==> config.mk <==
export PLATFORM = sky130hd
export DESIGN_NAME = pcc_lane_ctrl
export DESIGN_NICKNAME = d
export VERILOG_FILES = /design/src/rtl/pcc_pkg.sv /design/src/rtl/pcc_half_decode.sv /design/src/rtl/pcc_lockout.sv /design/src/rtl/pcc_lane_ctrl.sv
export SDC_FILE = /design/constraint.sdc
export NUM_CORES = 1
export LEC_CHECK = 0
export ABC_CLOCK_PERIOD_IN_PS = 2740
export BUFFER_PORTS_ARGS = -buffer_cell sky130_fd_sc_hd__buf_4
export CORE_ASPECT_RATIO = 1.1
export CORE_UTILIZATION = 54
export CTS_CLUSTER_DIAMETER = 60
export DETAILED_ROUTE_END_ITERATION = 8
export GPL_TIMING_DRIVEN = 0
export PLACE_DENSITY = 0.79
export REMOVE_ABC_BUFFERS = 1
export SLEW_MARGIN = 20
export SYNTH_ARGS = -nofsm -noshare
export SYNTH_HDL_FRONTEND = slang
export SYNTH_SLANG_ARGS = --single-unit
==> constraint.sdc <==
create_clock -name clk -period 2.74 [get_ports clk]
set_clock_uncertainty 0.15 [all_clocks]
set_input_delay 0.548 -clock clk [delete_from_list [all_inputs] [get_ports clk]]
set_output_delay 0.548 -clock clk [all_outputs]
set_load 0.01 [all_outputs]
==> src/rtl/pcc_pkg.sv <==
package pcc_pkg;
  localparam int NUM_HALVES = 2;
  localparam int HALF_EVEN  = 0;
  localparam int HALF_ODD   = 1;

  typedef logic [NUM_HALVES-1:0] half_sel_t;

  typedef enum logic [1:0] {
    ACC_IDLE  = 2'd0,
    ACC_READ  = 2'd1,
    ACC_WRITE = 2'd2,
    ACC_BAD   = 2'd3
  } acc_kind_t;
endpackage

==> src/rtl/pcc_half_decode.sv <==
module pcc_half_decode
  import pcc_pkg::*;
(
  input  logic      ce1_n,
  input  logic      ce2_n,
  input  logic      a0,
  input  logic      oe_n,
  input  logic      we_n,
  output half_sel_t sel,
  output acc_kind_t kind
);
  always_comb begin
    sel = '0;
    sel[HALF_EVEN] = !ce1_n && (!ce2_n || !a0);
    sel[HALF_ODD]  = !ce2_n || (!ce1_n && a0);
  end

  always_comb begin
    unique case ({oe_n, we_n})
      2'b01:   kind = ACC_READ;
      2'b10:   kind = ACC_WRITE;
      2'b00:   kind = ACC_BAD;
      default: kind = ACC_IDLE;
    endcase
  end
endmodule

==> src/rtl/pcc_lockout.sv <==
module pcc_lockout #(
  parameter int LOCK_CYCLES = 150000
) (
  input  logic clk,
  input  logic rst,
  input  logic cfg_pin,
  output logic unlocked,
  output logic cfg_q
);
  localparam int CW = $clog2(LOCK_CYCLES + 1);
  localparam logic [CW-1:0] LAST = CW'(LOCK_CYCLES);

  logic [CW-1:0] cnt;

  assign unlocked = (cnt == LAST);

  always_ff @(posedge clk) begin
    if (rst) begin
      cnt <= '0;
    end else if (!unlocked) begin
      cnt <= cnt + 1'b1;
    end
  end

  always_ff @(posedge clk) begin
    if (rst) begin
      cfg_q <= 1'b0;
    end else if (!unlocked) begin
      cfg_q <= cfg_pin;
    end
  end


  cfg_freeze_chk: assert property (@(posedge clk) disable iff (rst)
    unlocked |=> $stable(cfg_q));


  stays_open_chk: assert property (@(posedge clk) disable iff (rst)
    unlocked |=> unlocked);
endmodule

==> src/rtl/pcc_lane_ctrl.sv <==
module pcc_lane_ctrl
  import pcc_pkg::*;
#(
  parameter int CLK_HZ  = 50000000,
  parameter int LOCK_MS = 3
) (
  input  logic clk,
  input  logic rst,
  input  logic ce1_n,
  input  logic ce2_n,
  input  logic a0,
  input  logic oe_n,
  input  logic we_n,
  input  logic reg_n,
  input  logic wp_n,
  input  logic wp_attr,
  input  logic cfg_pin,
  output logic oe_even_n,
  output logic oe_odd_n,
  output logic we_even_n,
  output logic we_odd_n,
  output logic attr_oe_n,
  output logic attr_we_n,
  output logic cfg_mode
);
  localparam int LOCK_CYCLES = (CLK_HZ / 1000) * LOCK_MS;

  half_sel_t sel;
  acc_kind_t kind;
  logic      unlocked;
  logic      cfg_q;

  pcc_half_decode u_dec (
    .ce1_n (ce1_n),
    .ce2_n (ce2_n),
    .a0    (a0),
    .oe_n  (oe_n),
    .we_n  (we_n),
    .sel   (sel),
    .kind  (kind)
  );

  pcc_lockout #(.LOCK_CYCLES(LOCK_CYCLES)) u_lock (
    .clk      (clk),
    .rst      (rst),
    .cfg_pin  (cfg_pin),
    .unlocked (unlocked),
    .cfg_q    (cfg_q)
  );

  logic rd_common, wr_common, rd_attr, wr_attr;

  always_comb begin
    rd_common = unlocked && reg_n && (kind == ACC_READ);
    wr_common = unlocked && reg_n && (kind == ACC_WRITE) && wp_n;
    rd_attr   = unlocked && !reg_n && (kind == ACC_READ) && sel[HALF_EVEN];
    wr_attr   = unlocked && !reg_n && (kind == ACC_WRITE) && sel[HALF_EVEN] && !wp_attr;
  end

  half_sel_t oe_q, we_q;

  for (genvar g = 0; g < NUM_HALVES; g++) begin : g_half
    always_ff @(posedge clk) begin
      if (rst) begin
        oe_q[g] <= 1'b1;
        we_q[g] <= 1'b1;
      end else begin
        oe_q[g] <= !(rd_common && sel[g]);
        we_q[g] <= !(wr_common && sel[g]);
      end
    end
  end

  logic attr_oe_q, attr_we_q;

  always_ff @(posedge clk) begin
    if (rst) begin
      attr_oe_q <= 1'b1;
      attr_we_q <= 1'b1;
    end else begin
      attr_oe_q <= !rd_attr;
      attr_we_q <= !wr_attr;
    end
  end

  assign oe_even_n = oe_q[HALF_EVEN];
  assign oe_odd_n  = oe_q[HALF_ODD];
  assign we_even_n = we_q[HALF_EVEN];
  assign we_odd_n  = we_q[HALF_ODD];
  assign attr_oe_n = attr_oe_q;
  assign attr_we_n = attr_we_q;
  assign cfg_mode  = cfg_q;


  lockout_quiet_chk: assert property (@(posedge clk) disable iff (rst)
    !unlocked |=> (oe_q == 2'b11 && we_q == 2'b11 && attr_oe_q && attr_we_q));


  common_wp_chk: assert property (@(posedge clk) disable iff (rst)
    !wp_n |=> (we_even_n && we_odd_n));


  attr_wp_chk: assert property (@(posedge clk) disable iff (rst)
    wp_attr |=> attr_we_n);


  illegal_cycle_chk: assert property (@(posedge clk) disable iff (rst)
    (!oe_n && !we_n) |=> (oe_q == 2'b11 && we_q == 2'b11 && attr_oe_n && attr_we_n));


  attr_space_chk: assert property (@(posedge clk) disable iff (rst)
    !reg_n |=> (oe_q == 2'b11 && we_q == 2'b11));


  no_read_write_mix_chk: assert property (@(posedge clk) disable iff (rst)
    $onehot0({!(oe_even_n && oe_odd_n && attr_oe_n), !(we_even_n && we_odd_n && attr_we_n)}));
endmodule

Word-level counts from Yosys, hierarchy flattened
Index checks and enable logic that the tools add are counted.
Storage, ports and cells
  input port bits: 11
  register bits after elaboration: 25
  logic and storage cells: 45
Cells by class
  eq/ne operators: 5
  reductions and logical operators: 30
  multiplexer cells: 1
  add/subtract/negate cells: 1
Operators with widths (number)
  adder 18 x 1 -> 18 bit (second input constant): 1
  equality test 18 bit (second input constant): 1
  logical AND 1 bit: 16
  logical NOT 1 bit: 11
  one-hot mux 2 bit (3 select lines): 1
  equality test 2 x 1 -> 1 bit (second input constant): 2
  equality test 2 bit (second input constant): 2
  logical NOT 2 bit: 1
  logical OR 1 bit: 2

Logic depth before layout (Yosys ltp)
  word-level depth: 7
  gate-level depth with buffers: 7
  mapped depth without buffers: 6

By module
From an unflattened synthesis, not the netlist that was laid out.
Second synthesis, totals
  cells, all modules: 129
  area total of the unflattened synthesis: 1134.8 µm²
By module, submodules not included
  pcc_lockout: cells an instance 108, instances 1, seq. area each 380.4 µm², area each 912.1 µm²
  pcc_lane_ctrl: cells an instance 16, instances 1, seq. area each 120.1 µm², area each 197.7 µm²
  pcc_half_decode: cells an instance 5, instances 1, seq. area each 0.0 µm², area each 25.0 µm²

Worst setup path after synthesis
OpenSTA, ideal clock, no wires.
  kind: reg2reg
  start point: reg u_lock.cnt[0]
  end point: reg attr_oe_q (netlist: attr_oe_n)
  required time: 2.455 ns
  path buffers: 0
  clock period less this slack: 2.021 ns
  setup slack: 0.719 ns
  setup time: 0.135 ns
  cell stages (with the launch flop): 7
  arrival time: 1.736 ns
  path through: dfxtp_1 -> inv_1 -> ha_1 -> or4bb_1 -> nor3_2 -> nand3_1 -> or4b_1
Between the ends
  cells in the longest elaborated chain, start to end: 5
Ends and longest elaborated chain
  from (decl): line pcc_lockout.sv:13  | logic [CW-1:0] cnt;
  from (signal assigned): line pcc_lockout.sv:21  | cnt <= cnt + 1'b1;
  equality test 18 bit: line pcc_lockout.sv:15  | assign unlocked = (cnt == LAST);
  logical AND 1 bit (3 in series): line pcc_lane_ctrl.sv:56  | rd_attr = unlocked && !reg_n && (kind == ACC_READ) && sel[HALF_EVEN];
  logical NOT 1 bit: line pcc_lane_ctrl.sv:81  | attr_oe_q <= !rd_attr;
  to (signal assigned): line pcc_lane_ctrl.sv:81
  to (decl): line pcc_lane_ctrl.sv:74  | logic attr_oe_q, attr_we_q;
Every way passes these cells.
A chain may end at the register's enable or synchronous reset.

Worst setup path in the final report
Ends and elaborated chain as after synthesis.

==> results.cfg <==
[floorplanning]
die_area_sq_um = 2290
die-height_um = 50.1
ios = 18
die_x_um = 45.7
start_util_pct = 56.8
design.core.area_sq_um = 2000
rows = 17

[placed_design]
placedInstanceArea_sq_um = 1280
gp_congestion = 0.883
place.detailed.hpwl_mm = 1.72
io_buffer_count = 17

[critical_path]
cp_max_fo = 5
endpoint_kind = register
cp_slowest_cell = or4bb_1
path_cells = inv_1 -> ha_1 -> or4bb_1 -> nor3_2 -> nand3_1 -> or4b_1
timing.critical_path.slowest_cell_delay_ns = 0.53
critPathRequiredTime_ns = 2.81
startpoint_type = register
crit_type = reg -> reg
arrival_ns = 2.29

[pwr]
comb_power_share_pct = 6.3
power_frac_clock_pct = 29.0
switching_share_pct = 23.5
pwr-share-seq_pct = 64.7
ir_worst_vdd_v = 0.000368
powerDensity_nw_per_um2 = 441
p_sw_w = 0.000136
cellLeakagePower_nw = 0.428
power_w = 0.000578
p_int_w = 0.000442

[clock_tree]
clockRootBuffer = clkbuf_4
ctsHtreeMaxLevel = 1
cts-hold-fix-buffers = 0
cts_max_path_buffers = 2
ctsResizeCount = 0
clkLatencyLatePin_ns = 0.33
clkTransAtPathRegs_ns = 0.14
cts.sinks = 25
cts_setup_buffers = 0
cts_tree = yes
cts_buffers = 3

[global_route]
grt-ovfl-total = 0
grt_max_degree = 24
grt_pass1_vias = 952
grt_usage_pct = 23.4
grt_pass1_wl_mm = 3.92
antenna_found_initial = 0

[cells_and_area]
layout_commonest_cell = dfxtp_1
final_util_pct = 65.5
fin_area_sq_um = 1310
area_growth_pct = 15.4
antennaDiodeCount = 0
layout.nets = 161
final_cell_mix = 25 x dfxtp_1, 17 x buf_4, 13 x nor2_1
drive_gt1_share_pct = 18.4

[route]
top_layer_used = met4
wl_met3_um = 126
wl_met1_um = 989
viasPerCell = 5.80
wl_met2_mm = 1.19
drtPass1Iterations = 4
final_antenna_net_count = 0
via_count = 1015
wl_mm = 2.36
wl_per_cell_um = 13.5
drc = 0
dr.first_iter.drc_count = 19

[logic_synthesis]
syn_avg_cell_area_sq_um = 8.73
synth_cell_types = 29
seq_area_frac_synth_pct = 44.1
syn_inst = 130
yosysWarnings = 0
ys_ff_latch = 25
netlist_area_sq_um = 1130

[outcome]
status = completed

[sta]
drv_slew = 0
fin_crit_ns = 2.23
rsz0062_at_grt = no
fin_crit_sh_pct = 81.2
tns_ns = 0
worstMarginPinSlew_ns = 0.504
fmax_ghz = 0.449
hold_violations = 0
setup_viol = 0
relSlewSlack_pct = 66.3

[job]
drv_cap = 0

[hold_path]
hp-class = in -> reg
-- registers in the layout, summed over array words and instances, names as in the netlist --
register	flops
u_lock.cfg_q	1
attr_we_n	1
oe_even_n	1
u_lock.cnt	18
attr_oe_n	1
we_odd_n	1
we_even_n	1
oe_odd_n	1
-- metal layers --
layer,vias up,track usage [%]
li1,496,-
met1,472,26.3
met2,39,42.1
met3,8,3.30
met4,0,9.31
met5,-,0
-- layout make-up --
class | instances | area, sq um
clock inverter | 1 | 5.00
sequential | 25 | 500
multi-input combinational | 96 | 601
clock buffer | 3 | 22.5
fill | 185 | 689
tap | 28 | 35.0
inverter | 5 | 18.8
timing repair buffer | 17 | 128
-- stage by stage --
stage	instances	hold WS, ns	setup slack, ns
2_1_floorplan	126	0.315	0.718
3_3_place_gp	171	0.311	0.571
3_5_place_dp	171	0.309	0.531
4_1_cts	175	0.266	0.514
5_1_grt	175	0.265	0.400
6_report	175	0.267	0.514
-- worst paths after layout --
check / start / to / slack [ns] / cells past startpoint
hold / removal: wp_attr / attr_we_n$_SDFF_PP1_ / 0.27 / 2
setup / recovery: u_lock.cnt[0]$_SDFFE_PP0P_ / attr_oe_n$_SDFF_PP1_ / 0.51 / 6
setup reg to reg: u_lock.cnt[0]$_SDFFE_PP0P_ / attr_oe_n$_SDFF_PP1_ / 0.51 / 6
hold reg to reg: u_lock.cfg_q$_SDFFE_PP0P_ / u_lock.cfg_q$_SDFFE_PP0P_ / 0.33 / 2
-- worst max-delay path, delay by kind of cell, from the launching register on --
kind,cells,cell delay [ns]
AND/OR/NAND/NOR,4,1.33
flip-flops,1,0.39
adder cells (fa/ha/maj),1,0.15
buffers and inverters,1,0.10
-- power by group through the flow --
stage / logic [W] / clock network [W] / registers (W)
after global routing: 0.0000411 / 0.000183 / 0.000374
after CTS: 0.0000368 / 0.000170 / 0.000374
after global placement: 0.0000347 / 0 / 0.000381
after detailed placement: 0.0000366 / 0 / 0.000382
final: 0.0000364 / 0.000167 / 0.000374
after floorplan: 0.0000149 / 0 / 0.000380
-- cell usage after synthesis --
| cell type | number | area share, % |
|---|---|---|
| ha_1 | 2 | 2.2 |
| mux2_2 | 1 | 0.99 |
| nor4_1 | 5 | 2.8 |
| nor2b_1 | 1 | 0.55 |
| or4bb_1 | 1 | 0.99 |
| or4_1 | 2 | 1.3 |
| a31o_2 | 1 | 0.77 |
| nor3_2 | 1 | 0.88 |
| clkbuf_1 | 4 | 1.3 |
| or4b_1 | 1 | 0.88 |
| o211ai_1 | 1 | 0.66 |
| and2_2 | 1 | 0.66 |
| nor4_4 | 1 | 1.9 |
| or4_4 | 1 | 0.99 |
| dfxtp_1 | 25 | 44 |
| nand3_1 | 12 | 5.3 |
| inv_1 | 5 | 1.7 |
| nor3_1 | 9 | 4.0 |
| nand2b_1 | 4 | 2.2 |
| xnor2_1 | 10 | 7.7 |
| and3b_1 | 1 | 0.77 |
| nand4_1 | 5 | 2.8 |
| or3_1 | 3 | 1.7 |
| o21ai_0 | 4 | 1.8 |
| a211oi_1 | 1 | 0.66 |
| xor2_1 | 1 | 0.77 |
| nor2_1 | 13 | 4.3 |
| a21oi_1 | 8 | 3.5 |
| nand2_1 | 6 | 2.0 |
-- cells by family (layout without fill, tap and decap cells) --
group                    count (synthesis)  count (layout)  share of synthesized area, %
buffers and inverters                    9              26                          2.98
AO/OA/AOI/OAI                           15              15                          7.39
AND/OR/NAND/NOR                         67              67                          33.8
adder cells (fa/ha/maj)                  2               2                          2.20
flip-flops                              25              25                          44.1
multiplexers                             1               1                         0.992
XOR/XNOR                                11              11                          8.49
Power figures use the tool's default switching activity.
